**src/rtl/i2c_wait_target.sv**
```systemverilog
`timescale 1ns/1ps
module i2c_wait_target #(
  parameter logic [6:0] OWN_ADDR = 7'h2A,
  parameter int         FILT     = 3
) (
  input  logic       clk,
  input  logic       rst_n,
  input  logic       scl_i,
  input  logic       sda_i,
  output logic       scl_oe,
  output logic       sda_oe,
  input  logic       bus_we,
  input  logic [1:0] bus_addr,
  input  logic [7:0] bus_wdata,
  output logic [7:0] bus_rdata,
  output logic       irq
);
  localparam int FW = $clog2(FILT + 1);

  logic [1:0]    s1, s2, flt, flt_q;
  logic [FW-1:0] fcnt [2];

  always_ff @(posedge clk or negedge rst_n) begin
    if (!rst_n) begin
      s1 <= 2'b11; s2 <= 2'b11; flt <= 2'b11; flt_q <= 2'b11;
      fcnt[0] <= '0; fcnt[1] <= '0;
    end else begin
      s1 <= {sda_i, scl_i};
      s2 <= s1;
      flt_q <= flt;
      for (int i = 0; i < 2; i++) begin
        if (s2[i] == flt[i]) fcnt[i] <= '0;
        else if (fcnt[i] == FW'(FILT - 1)) begin
          flt[i]  <= s2[i];
          fcnt[i] <= '0;
        end else fcnt[i] <= fcnt[i] + 1'b1;
      end
    end
  end

  logic scl_rise, scl_fall, start_c, stop_c;
  assign scl_rise = flt[0] & ~flt_q[0];
  assign scl_fall = ~flt[0] & flt_q[0];
  assign start_c  = flt[0] & flt_q[0] & ~flt[1] & flt_q[1];
  assign stop_c   = flt[0] & flt_q[0] & flt[1] & ~flt_q[1];

  logic       active, addr_ph, addressed, tx, skip, nack, ack_q, wait_q;
  logic       rel_q, ack_en, w9, st_seen, sp_seen;
  logic [3:0] cnt;
  logic [7:0] sh;
  logic       wr_ctrl, wr_data, sw_rel, tx_data;

  assign wr_ctrl = bus_we & (bus_addr == 2'd0);
  assign wr_data = bus_we & (bus_addr == 2'd1);
  assign tx_data = addressed & tx & ~addr_ph;
  assign sw_rel  = rel_q | (wr_ctrl & |bus_wdata[4:3]) |
                   (wr_data & (tx | (bus_wdata == 8'hFF)));

  always_ff @(posedge clk or negedge rst_n) begin
    if (!rst_n) begin
      active <= 1'b0; addr_ph <= 1'b0; addressed <= 1'b0; tx <= 1'b0;
      skip <= 1'b0; nack <= 1'b0; ack_q <= 1'b0; wait_q <= 1'b0;
      rel_q <= 1'b0; ack_en <= 1'b0; w9 <= 1'b0; st_seen <= 1'b0;
      sp_seen <= 1'b0; cnt <= '0; sh <= '0; irq <= 1'b0;
    end else begin
      irq   <= 1'b0;
      rel_q <= wr_ctrl & bus_wdata[2];
      if (wr_ctrl) begin
        ack_en <= bus_wdata[0];
        w9     <= bus_wdata[1];
      end
      if (start_c) begin
        active <= 1'b1; addr_ph <= 1'b1; addressed <= 1'b0; tx <= 1'b0;
        skip <= 1'b1; nack <= 1'b0; wait_q <= 1'b0; cnt <= '0;
        st_seen <= 1'b1; sp_seen <= 1'b0;
      end else if (stop_c) begin
        active <= 1'b0; addr_ph <= 1'b0; addressed <= 1'b0; tx <= 1'b0;
        wait_q <= 1'b0; cnt <= '0; st_seen <= 1'b0; sp_seen <= 1'b1;
      end else begin
        if (wait_q && sw_rel) wait_q <= 1'b0;
        if (wr_data) sh <= bus_wdata;
        if (wait_q && cnt == 4'd8 && !addr_ph && !tx) ack_q <= ack_en;
        if (active && scl_rise) begin
          if (cnt < 4'd8 && !tx_data) sh <= {sh[6:0], flt[1]};
          if (cnt == 4'd8 && tx_data) nack <= flt[1];
        end
        if (active && scl_fall) begin
          if (skip) skip <= 1'b0;
          else if (cnt == 4'd7) begin
            cnt <= 4'd8;
            if (addr_ph) begin
              ack_q <= (sh[7:1] == OWN_ADDR);
              if (sh[7:1] == OWN_ADDR) begin
                addressed <= 1'b1;
                tx        <= sh[0];
              end
            end else begin
              ack_q <= ack_en;
              if (!w9) begin wait_q <= 1'b1; irq <= 1'b1; end
            end
          end else if (cnt == 4'd8) begin
            cnt <= '0;
            if (addr_ph) begin
              addr_ph <= 1'b0;
              if (addressed) begin wait_q <= 1'b1; irq <= 1'b1; end
              else active <= 1'b0;
            end else if (tx && nack) active <= 1'b0;
            else if (w9) begin wait_q <= 1'b1; irq <= 1'b1; end
          end else begin
            cnt <= cnt + 4'd1;
            if (tx_data) sh <= {sh[6:0], 1'b0};
          end
        end
      end
    end
  end

  assign scl_oe = wait_q;
  assign sda_oe = active & (
      ((cnt == 4'd8) & ack_q & (addr_ph | (addressed & ~tx))) |
      (tx_data & (cnt < 4'd8) & ~sh[7]));

  always_comb begin
    case (bus_addr)
      2'd0:    bus_rdata = {6'b0, w9, ack_en};
      2'd1:    bus_rdata = sh;
      2'd2:    bus_rdata = {3'b0, addressed, sp_seen, st_seen, tx, wait_q};
      default: bus_rdata = 8'h00;
    endcase
  end

  assert_hold_irq_R10: assert property (@(posedge clk) disable iff (!rst_n)
    $rose(wait_q) |-> irq);
  assert_irq_pulse_R10: assert property (@(posedge clk) disable iff (!rst_n)
    irq |=> !irq);
  assert_rel_self_clear_R4: assert property (@(posedge clk) disable iff (!rst_n)
    rel_q |=> !rel_q);
  assert_rel_frees_R4: assert property (@(posedge clk) disable iff (!rst_n)
    (rel_q && wait_q && !start_c && !stop_c && !scl_fall) |=> !wait_q);
  assert_tx_write_frees_R6: assert property (@(posedge clk) disable iff (!rst_n)
    (wr_data && wait_q && tx && !start_c && !stop_c && !scl_fall) |=> !wait_q);
  assert_start_restart_R9: assert property (@(posedge clk) disable iff (!rst_n)
    start_c |=> (!wait_q && cnt == 4'd0));
  assert_nack_level_R7: assert property (@(posedge clk) disable iff (!rst_n)
    (cnt == 4'd8 && !addr_ph && !tx && !ack_q) |-> !sda_oe);
endmodule

```
**config.mk**
```make
export PLATFORM = sky130hd
export DESIGN_NAME = i2c_wait_target
export DESIGN_NICKNAME = d
export VERILOG_FILES = /design/src/rtl/i2c_wait_target.sv
export SDC_FILE = /design/constraint.sdc
export NUM_CORES = 1
export LEC_CHECK = 0
export BUFFER_PORTS_ARGS = -buffer_cell sky130_fd_sc_hd__buf_2
export CORE_UTILIZATION = 35
export CTS_CLUSTER_SIZE = 28
export DETAILED_ROUTE_END_ITERATION = 7
export GPL_TIMING_DRIVEN = 1
export PLACE_DENSITY = 0.54
export SLEW_MARGIN = 20
export SYNTH_ARGS = -nofsm -noshare
export SYNTH_HDL_FRONTEND = slang
export SYNTH_SLANG_ARGS = --single-unit
```
**constraint.sdc**
```tcl
create_clock -name clk -period 2.5 [get_ports clk]
set_input_delay 0 -clock clk [delete_from_list [all_inputs] [get_ports clk]]
set_output_delay 0 -clock clk [all_outputs]
set_load 0.01 [all_outputs]
```
==> summary.txt <==
Status
  • Status: finished, final reports clean

Clocking
  • CTS tree: built
  • Worst-Skew Late Latency: 290 ps
  • Setup Fix Bufs, Post-CTS: 0
  • Clock Sinks: 38
  • CTS root buf: clkbuf_8
  • CTS buffer count: 5
  • Clock Tree Buf Depth: 2
  • Deepest level of the CTS H-tree: 2
  • Clock transition at path regs: 80 ps

Synthesis
  • Synth async-reset ratio: 1.00
  • YS warnings: 0
  • Number of synthesized flops with an enable pin: 0
  • Synth unique cells: between 50 and 60
  • Top post-synthesis cells by area: dfrtp_1, dfstp_2, o221a_1, a21oi_1, nand4b_1
  • Yosys reg bits: 38
  • Register area share after synthesis: 0.464
  • Syn_area_per_cell: 10.5 um^2
  • Main synth FF type: dfrtp_1
  • Mapped cell area: 0.00207 mm^2
  • Post-synth top area cell: dfrtp_1
  • Synth top area share: 0.362
  • Syn Inst Count: 198
  • Syn nets: roughly 220

Drt
  • Vias per inst: 5.36
  • Total Wirelength: approximately 4700 um
  • Drt wl/cell: between 15 and 20 um
  • Via count: 1624
  • TritonRoute pass-1 iters: 4
  • DR DRC count: 0
  • Drt first-iter violations: 132
  • ANT nets after route: 0

STA
  • Final Hold Fails: 0
  • Setup violations, final: 0
  • Post-Route Setup TNS: 0 ps
  • Final WS setup: 686 ps
  • RSZ-0062 raised after global routing: no
  • Final Critical Period: 1810 ps
  • Final Cycle Share: 0.725
  • Clock skew: 8.06 ps
  • Worst Tran Pin Value: approximately 830 ps
  • Slew headroom: 0.444
  • Pins Over Slew Limit: 0
  • Fmax: 551 MHz

Die
  • Floorplan row count: 27
  • Core area: 0.00561 mm^2
  • Die width: 78.9 um
  • Initial Util: 0.369
  • I/O pin count: 26
  • Die H: 78.9 um
  • Die area: 0.00623 mm^2

Global routing
  • Initial antenna violation count: 0
  • Vias in the first global route: 1503
  • First-pass GRT wire length: 7800 um
  • Tot GR Track Use: 0.166
  • GRT overflow: 0
  • Largest net degree at the start of global routing: 39

Power and ir drop
  • Pwr/cell area: roughly 1000 mW/mm^2
  • LEAKAGE: 1.07 nW
  • VDD IR max: 0.000559 V
  • Total chip power: 2.52 mW

Critical path
  • Startpoint types: register
  • Reg-to-reg slack, setup: 690 ps
  • Crit. End Element: register
  • Worst-path maximum fanout: 13
  • Critical Path RT: 2680 ps
  • Crit path kind: reg -> reg
  • Crit path DAT: 2000 ps

Flow run
  • Max cap viols: 0

Cells and area
  • P&R area growth vs syn: 17.8%
  • Fin nets: 247
  • Final non-filler cell total: 303
  • Multi-input logic area: 0.00103 mm^2
  • Register area: 961 um^2
  • Share of layout cells above drive strength 1: 0.225
  • Core Util, Final: 0.435
  • Filler cell count: 559
  • ANT cells: 0

Placement
  • Dpl hpwl: 3420 um
  • Port Buf Inserts: 25
  • Gpl congestion: 0.782
  • Pre-CTS setup slack: between 600 and 700 ps
  • Post-Place Cells: 289

Hold path
  • Hold/Removal Path Class: in -> reg
path summary, 6_finish.rpt:
check	from	end	cells after the start
worst max-delay path	flt_q[0]	sh[7]	4
worst min-delay path	bus_wdata[6]	sh[6]	3
worst max register to register	flt_q[0]	sh[7]	4
worst min register to register	s1[0]	s2[0]	0
max in group asynchronous	rst_n	cnt[1]	2
min in group asynchronous	rst_n	cnt[2]	2
registers in the layout, summed over array words and instances, names as in the netlist, 2 cells and up:
name / count
flt_q: 2
flt: 2
cnt: 4
s2: 2
s1: 2
sh: 8
fcnt: 4
through the flow:
stage	cell area (um^2)	hold slack, ps
after floorplan	2070	-296
after global placement	2240	106
after detailed placement	2240	106
after CTS	2440	75.8
after global routing	2440	92.2
final	2440	78.7
kinds of logic after synthesis:
family / after synthesis / synth area share
simple gates: 85 / 0.269
compound gates: 49 / 0.173
flops: 38 / 0.464
buf+inv: 15 / 0.0392
mux: 6 / 0.0308
xor+xnor: 3 / 0.0127
fa+ha+maj: 2 / 0.0121
final cells by class:
cell class / instances / share of cell area
Clock buffer: 5 / 0.0282
Clock inverter: 3 / 0.0282
Inverter: 8 / 0.0123
Sequential cell: 38 / 0.394
Multi-Input combinational cell: 145 / 0.422
Timing Repair Buffer: 32 / 0.0789
Tap cell: 72 / 0.0369
per-layer routing:
metal	part of all wire	GRT usage	up-vias
li1	-	-	808
met2	0.46	0.250	45
met1	0.49	0.237	766
met4	0.012	0.0491	0
met3	0.043	0.0379	5
met5	0	0	-
worst max-delay path, stage by stage, from the launching register on:
cell,delay [ps]
dfstp_2,600
and4bb_4,370
nand4b_4,190
and2_1,260
o221a_1,280
synth_stat cells (4+ instances only):
master and n:
a21oi_1 13, a22o_1 4, and2_1 6, dfrtp_1 30, dfstp_2 8, inv_1 8
nand2_1 11, nand3b_1 4, nand4_1 4, nand4b_1 7, nor2_1 12, nor2b_1 5
nor3_1 7, o21ai_0 8, o221a_1 7, or2_1 7
placed cells by master (no fill, tap or decap), drive strengths merged, types with 3 or more instances in the layout:
cell / netlist / final
nand3b: 6 / 6
mux2i: 3 / 3
and3: 3 / 3
and2: 6 / 6
nand2: 12 / 12
buf: 6 / 26
nor2: 12 / 12
or2: 7 / 7
nor3: 7 / 7
o221a: 7 / 7
clkbuf: 1 / 5
and3b: 3 / 3
o21ai: 9 / 9
nand4b: 8 / 8
inv: 8 / 8
dfstp: 8 / 8
nor2b: 5 / 5
nand4: 4 / 4
dfrtp: 30 / 30
mux2: 3 / 3
a22o: 4 / 4
dlygate4sd3: 0 / 6
a21oi: 13 / 13
power breakdown:
part	internal [mW]	leakage (nW)	switching, mW
clock network	0.400	0.0683	0.228
logic	0.405	0.549	0.430
registers	0.823	0.454	0.232
what timing repair did:
action	in CTS	in global routing
hold endpoints to repair	35	0
hold buffers	6	0
resized for setup	0	0
Power figures use the tool's default switching activity.
